--- src/rtl/atom_pkg.sv ---
// Shared types for the atomic read-modify-write unit.
// Assumes a 64-bit data path; only the address width is a parameter.
package atom_pkg;
    localparam int XLEN = 64;
    localparam int BE_W = XLEN / 8;

    typedef enum logic [2:0] {
        OP_ADD, OP_OR, OP_AND, OP_XOR, OP_XCHG, OP_CMPX
    } atom_op_e;

    typedef enum logic [2:0] {
        ST_IDLE, ST_READ, ST_CALC, ST_WRITE, ST_RESP
    } atom_st_e;
endpackage

--- src/rtl/atom_decode.sv ---
// Request decoder: forms the byte address, splits it into word index and lane,
// maps the immediate to an operation and judges legality and alignment.
// Assumes req fields are stable while it is sampled in the idle state.
module atom_decode
    import atom_pkg::*;
#(
    parameter int ADDR_W = 16
) (
    input  logic [1:0]        size,
    input  logic [7:0]        imm,
    input  logic [XLEN-1:0]   base,
    input  logic [15:0]       off,
    input  logic              alu32_en,
    output atom_op_e          op,
    output logic              fetch,
    output logic              is32,
    output logic              illegal,
    output logic              misalign,
    output logic [ADDR_W-1:0] word_idx,
    output logic              lane_hi
);
    logic [XLEN-1:0] byte_addr;
    logic            bad_imm;

    // Effective address from base plus sign-extended displacement.
    always_comb byte_addr = base + {{(XLEN-16){off[15]}}, off};

    // Immediate to operation mapping; bit 0 carries the fetch flag.
    always_comb begin
        bad_imm = 1'b0;
        op      = OP_ADD;
        fetch   = imm[0];
        unique case (imm)
            8'h00, 8'h01: op = OP_ADD;
            8'h40, 8'h41: op = OP_OR;
            8'h50, 8'h51: op = OP_AND;
            8'ha0, 8'ha1: op = OP_XOR;
            8'he1:        op = OP_XCHG;
            8'hf1:        op = OP_CMPX;
            default:      bad_imm = 1'b1;
        endcase
    end

    // Legality and alignment judgement.
    always_comb begin
        is32     = (size == 2'd2);
        illegal  = bad_imm || (size < 2'd2) || (is32 && !alu32_en && imm != 8'h00);
        misalign = is32 ? (byte_addr[1:0] != 2'b00) : (byte_addr[2:0] != 3'b000);
        word_idx = byte_addr[ADDR_W+2:3];
        lane_hi  = byte_addr[2];
    end
endmodule

--- src/rtl/atom_alu.sv ---
// Combinational compute stage: derives the new memory value, whether it is
// stored, and the register writeback from the old value and the operands.
// Assumes old_val is already lane-extracted and zero-extended for 32-bit use.
module atom_alu
    import atom_pkg::*;
(
    input  atom_op_e        op,
    input  logic            fetch,
    input  logic            is32,
    input  logic [XLEN-1:0] old_val,
    input  logic [XLEN-1:0] src,
    input  logic [XLEN-1:0] r0,
    output logic [XLEN-1:0] new_val,
    output logic            do_write,
    output logic            wb_en,
    output logic            wb_sel
);
    logic [XLEN-1:0] a_opnd, c_opnd, raw;

    // Narrow operands to the low half for 32-bit accesses.
    always_comb begin
        a_opnd = is32 ? {32'b0, src[31:0]} : src;
        c_opnd = is32 ? {32'b0, r0[31:0]}  : r0;
    end

    // Operation result and store decision.
    always_comb begin
        unique case (op)
            OP_ADD:  raw = old_val + a_opnd;
            OP_OR:   raw = old_val | a_opnd;
            OP_AND:  raw = old_val & a_opnd;
            OP_XOR:  raw = old_val ^ a_opnd;
            default: raw = a_opnd;
        endcase
        new_val  = is32 ? {32'b0, raw[31:0]} : raw;
        do_write = (op != OP_CMPX) || (old_val == c_opnd);
        wb_en    = fetch || (op == OP_XCHG) || (op == OP_CMPX);
        wb_sel   = (op == OP_CMPX);
    end
endmodule

--- src/rtl/atom_rmw_unit.sv ---
// Atomic read-modify-write unit top: sequences idle, read, compute, write,
// respond against a single-port memory with one-cycle read latency, holding
// mem_lock across the read-to-write window. Refused requests skip memory.
module atom_rmw_unit
    import atom_pkg::*;
#(
    parameter int ADDR_W = 16
) (
    input  logic              clk,
    input  logic              rst_n,
    input  logic              req_valid,
    input  logic [1:0]        req_size,
    input  logic [7:0]        req_imm,
    input  logic [63:0]       req_base,
    input  logic [15:0]       req_off,
    input  logic [63:0]       req_src,
    input  logic [63:0]       req_r0,
    input  logic              alu32_en,
    output logic              busy,
    output logic              mem_en,
    output logic              mem_we,
    output logic [ADDR_W-1:0] mem_addr,
    output logic [7:0]        mem_be,
    output logic [63:0]       mem_wdata,
    input  logic [63:0]       mem_rdata,
    output logic              mem_lock,
    output logic              rsp_valid,
    output logic              rsp_illegal,
    output logic              rsp_misalign,
    output logic              rsp_wb_en,
    output logic              rsp_wb_sel,
    output logic [63:0]       rsp_wb_data
);
    atom_st_e          st_q;
    atom_op_e          d_op, op_q;
    logic              d_fetch, d_is32, d_ill, d_mis, d_hi;
    logic [ADDR_W-1:0] d_idx, idx_q;
    logic              fetch_q, is32_q, hi_q, ill_q, mis_q;
    logic [XLEN-1:0]   src_q, r0_q, old_lane, new_val, new_q, old_q;
    logic              a_wr, a_wben, a_sel, wr_q, wben_q, sel_q;
    logic              accept;

    atom_decode #(.ADDR_W(ADDR_W)) u_dec (
        .size(req_size), .imm(req_imm), .base(req_base), .off(req_off),
        .alu32_en(alu32_en), .op(d_op), .fetch(d_fetch), .is32(d_is32),
        .illegal(d_ill), .misalign(d_mis), .word_idx(d_idx), .lane_hi(d_hi)
    );

    // Lane extraction of the word just read.
    always_comb begin
        if (is32_q) old_lane = {32'b0, hi_q ? mem_rdata[63:32] : mem_rdata[31:0]};
        else        old_lane = mem_rdata;
    end

    atom_alu u_alu (
        .op(op_q), .fetch(fetch_q), .is32(is32_q), .old_val(old_lane),
        .src(src_q), .r0(r0_q), .new_val(new_val), .do_write(a_wr),
        .wb_en(a_wben), .wb_sel(a_sel)
    );

    always_comb accept = req_valid && (st_q == ST_IDLE);

    // State sequencing.
    always_ff @(posedge clk) begin
        if (!rst_n) st_q <= ST_IDLE;
        else begin
            unique case (st_q)
                ST_IDLE:  if (accept) st_q <= (d_ill || d_mis) ? ST_RESP : ST_READ;
                ST_READ:  st_q <= ST_CALC;
                ST_CALC:  st_q <= ST_WRITE;
                ST_WRITE: st_q <= ST_RESP;
                default:  st_q <= ST_IDLE;
            endcase
        end
    end

    // Request capture at acceptance.
    always_ff @(posedge clk) begin
        if (!rst_n) begin
            op_q <= OP_ADD; fetch_q <= 1'b0; is32_q <= 1'b0; hi_q <= 1'b0;
            ill_q <= 1'b0; mis_q <= 1'b0; idx_q <= '0; src_q <= '0; r0_q <= '0;
        end else if (accept) begin
            op_q <= d_op; fetch_q <= d_fetch; is32_q <= d_is32; hi_q <= d_hi;
            ill_q <= d_ill; mis_q <= d_mis && !d_ill; idx_q <= d_idx;
            src_q <= req_src; r0_q <= req_r0;
        end
    end

    // Compute result capture.
    always_ff @(posedge clk) begin
        if (!rst_n) begin
            new_q <= '0; old_q <= '0; wr_q <= 1'b0; wben_q <= 1'b0; sel_q <= 1'b0;
        end else if (accept) begin
            wr_q <= 1'b0; wben_q <= 1'b0; sel_q <= 1'b0; old_q <= '0;
        end else if (st_q == ST_CALC) begin
            new_q <= new_val; old_q <= old_lane; wr_q <= a_wr;
            wben_q <= a_wben; sel_q <= a_sel;
        end
    end

    // Memory port and response outputs.
    always_comb begin
        busy         = (st_q != ST_IDLE);
        mem_lock     = (st_q == ST_READ) || (st_q == ST_CALC) || (st_q == ST_WRITE);
        mem_we       = (st_q == ST_WRITE) && wr_q;
        mem_en       = (st_q == ST_READ) || mem_we;
        mem_addr     = idx_q;
        mem_wdata    = is32_q ? {new_q[31:0], new_q[31:0]} : new_q;
        mem_be       = is32_q ? (hi_q ? 8'hf0 : 8'h0f) : 8'hff;
        rsp_valid    = (st_q == ST_RESP);
        rsp_illegal  = rsp_valid && ill_q;
        rsp_misalign = rsp_valid && mis_q;
        rsp_wb_en    = rsp_valid && wben_q && !ill_q && !mis_q;
        rsp_wb_sel   = sel_q;
        rsp_wb_data  = old_q;
    end
endmodule

--- config.mk ---
export PLATFORM = sky130hd
export DESIGN_NAME = atom_rmw_unit
export DESIGN_NICKNAME = d
export VERILOG_FILES = /design/src/rtl/atom_pkg.sv /design/src/rtl/atom_decode.sv /design/src/rtl/atom_alu.sv /design/src/rtl/atom_rmw_unit.sv
export SDC_FILE = /design/constraint.sdc
export NUM_CORES = 1
export LEC_CHECK = 0
export BUFFER_PORTS_ARGS = -buffer_cell sky130_fd_sc_hd__buf_4
export CELL_PAD_IN_SITES_DETAIL_PLACEMENT = 2
export CELL_PAD_IN_SITES_GLOBAL_PLACEMENT = 2
export CORE_ASPECT_RATIO = 1.5
export CORE_MARGIN = 10
export CORE_UTILIZATION = 28
export DETAILED_ROUTE_END_ITERATION = 12
export PLACE_DENSITY = 0.86
export SLEW_MARGIN = 20
export SYNTH_ARGS = -nofsm -noshare
export SYNTH_HDL_FRONTEND = slang
export SYNTH_SLANG_ARGS = --single-unit
export TNS_END_PERCENT = 5
--- constraint.sdc ---
create_clock -name clk -period 3.9 [get_ports clk]
set_input_delay 0.78 -clock clk [delete_from_list [all_inputs] [get_ports clk]]
set_output_delay 0.78 -clock clk [all_outputs]
set_load 0.01 [all_outputs]
==> metrics.md <==
| Metric | Value |
|---|---|
| Status | finished, violations left |
| Failing checks | negative setup slack |
| Crit-path max FO | 11 |
| Largest stage delay, worst path | 0.55 ns |
| Post-synthesis sequential area ratio | 27.7% |
| DRC Markers | 0 |
| Hold Path Class | in2reg |
| WP buf/inv | 3 |
| Fill cells | 8,453 |
| Worst Skew | 0.0417 ns |
| Synth Flop Type | dfxtp_1 |
| Gr usage total | between 20% and 30% |
| # port buffers | around 400 |
| Core area | 73,600 um^2 |
| Final Slew Violations | 0 |
| Clock Path Buffers | 3 |
| Routability Congestion | 0.998 |
| Share of cells above drive strength 1 | 26.2% |
| Relative slew slack | slightly below 30% |
| Critical Path RT | 4.32 ns |
| Detail Placement HPWL | 96,200 um |
| FP Rows | 122 |
| Peak Freq | around 0.24 GHz |
| Leak | 0.0121 uW |
| Commonest non-fill, non-tap cell in the layout | buf_4 |
| First-pass GRT wire length | 181,000 um |
| Power Density | 330 nW/um^2 |
| Post-synth EDFFs | 0 |
| Synthesized area | a little over 20,000 um^2 |
| Final hold violations | 0 |
| Largest net degree at the start of global routing | 102 |
| Die width | ~240 um |
| CTS tree | built |
| Max H-tree Level | 2 |
| Clock sink total | 286 |
| Arrival time at the worst endpoint | 4.54 ns |
| Die H | roughly 350 um |
| Number of setup violations in the final report | 24 |
| RSZ-0062 raised after global routing | yes |
| Finished Core Util | 37.4% |
| Grt ovf | 0 |
| Nets@finish | around 3,700 |
| Mapped Cells | 2,759 |
| Chain of cells forming the critical path | nand2_4 -> buf_12 -> buf_12 -> mux2i_2 -> inv_1 -> ha_1 -> fa_2 -> a21oi_2 -> nand3b_1 -> nand2_1 -> a21o_2 -> a21oi_1 -> xnor2_1 -> mux4_1 -> mux2i_1 -> a21oi_1 |
| Final wirelength | 138,000 um |
| Most frequent cells in the layout | buf_4 (671), nand2_1 (477), a21oi_1 (321), dfxtp_1 (281), inv_1 (210) |
| Count of cell types in the netlist | 87 |
| Clk_lat worst skew | 0.59 ns |
| Max Cap Viol | 0 |
| Final min period | 4.11 ns |
| CP max-delay cell | mux4_1 |
| Vias in the first global route | 26,400 |
| P&R area growth vs syn | 33.1% |
| Yosys reg bits | about 290 |
| Starting density of the core | 28.1% |
| Startpoint Class | register |
| Num ports | 447 |
| Routed len/inst | 32.2 um |
| FFs w/ async S/R, synth | 0% |
| DR iter-0 viols | 1,905 |
| Clk root buf | clkbuf_16 |
| CTS Buf Count | 35 |
| Vias per inst | 5.74 |
| Max VDD drop | 0.230 mV |
| 1st-pass router iterations | 5 |
| Delay-heaviest family, CP | multiplexers |
| Synthesis warning total | 0 |
| DIE AREA | 85,400 um^2 |
| Least-Margin Pin Slew | ~1.1 ns |
| Clock slew at reported path FFs | 0.07 ns |
| Syn nets | 3,200 |
| Initial antenna violation count | 13 |
| Final setup margin | -0.213 ns |
| Vias | about 25,000 |
| Reg-to-reg slack, setup | -0.21 ns |
| ANT nets after route | 0 |
| Design Power | slightly above 9000 uW |
| Synthesized area per cell | 7.50 um^2 |
| Crit. End Element | register |
| Crit Path Class | reg2reg |
| Final period util | 105% |
| CTS Hold Bufs | 0 |
-- tightest hold or removal path: cells and delay by family --
kind / cells / cell delay (ns)
AOI/OAI and AO/OA: 1 / 0.05
and+or+nand+nor: 1 / 0.05
buffers and inverters: 1 / 0.11
-- per-stage QoR --
step                      hold slack (ns)  TNS (ns)  cells  setup slack [ns]  area, um^2
final                               0.451     -1.69   4290            -0.213       27600
after detailed placement            0.448     -1.75   4211            -0.183       26100
after global routing                0.464     -3.14   4285            -0.217       27500
after global placement              0.439    -0.444   4211            -0.113       26100
after floorplan                     0.432         0   2759             0.242       20700
after CTS                           0.437   -0.0674   4273           -0.0438       27200
-- logic make-up after synthesis --
kind of cell    share of synthesized area [%]
compound gates                           22.4
xor+xnor                                 5.25
simple gates                             19.0
buf+inv                                  8.92
mux                                      7.39
flops                                    27.7
fa+ha+maj                                9.44
-- flip-flops by register name, summed over array words and instances (netlist names) --
signal,count
fetch_q,1
hi_q,1
ill_q,1
is32_q,1
mem_addr,16
mis_q,1
new_q,64
op_q,3
r0_q,64
rsp_wb_data,64
rsp_wb_sel,1
src_q,64
st_q,3
wben_q,1
wr_q,1
-- cell usage after synthesis, types with 50 or more instances --
library cell	count	area [um^2]
a211oi_1	50	375
a21oi_1	332	1660
clkbuf_1	138	518
dfxtp_1	286	5730
ha_1	153	1910
inv_1	210	788
mux2i_1	79	791
nand2_1	482	1810
nand2b_1	75	469
nor2_1	143	537
o21ai_0	136	681
xnor2_1	99	867
-- path summary, 6_finish.rpt --
path	start	to	cells past startpoint
max	is32_q$_SDFFE_PN0P_	new_q[8]$_SDFFE_PN0P_	16
max reg2reg	is32_q$_SDFFE_PN0P_	new_q[8]$_SDFFE_PN0P_	16
min	req_src[37]	src_q[37]$_SDFFE_PN0P_	3
min reg2reg	rsp_wb_data[49]$_SDFFE_PP0P_	rsp_wb_data[49]$_SDFFE_PP0P_	2
-- repair_timing --
| item | 4_1_cts | 5_1_grt |
|---|---|---|
| setup endpoints to repair | 13 | 38 |
| setup buffers | 0 | 9 |
| pin swaps | 0 | 8 |
| cloned | 0 | 1 |
| gates resized for setup | 10 | 53 |
-- cell type report --
| class | count | area, um^2 | area share, % |
|---|---|---|---|
| Antenna cell | 7 | 17.5 | 0.0636 |
| Sequential cell | 286 | 5740 | 20.8 |
| Tap cell | 992 | 1240 | 4.50 |
| Multi-Input combinational cell | 2049 | 13400 | 48.7 |
| Clock inverter | 15 | 126 | 0.459 |
| Timing Repair Buffer | 681 | 5230 | 19.0 |
| Inverter | 213 | 805 | 2.92 |
| Clock buffer | 47 | 982 | 3.56 |
-- metal layers --
metal / up-vias / global-route usage, % / share of wire [%]
li1: 10500 / - / -
met1: 12400 / 29.3 / 35
met2: 1273 / 49.9 / 48
met3: 537 / 6.11 / 7.6
met4: 12 / 19.6 / 9.4
met5: - / 0 / 0.064
-- report_power, final --
part / switching, uW / internal (uW) / total [uW]
clock: 1560 / 1850 / 3410
combinational: 1540 / 990 / 2530
sequential: 124 / 3020 / 3150
No activity file was read; power rests on OpenSTA's default activity.
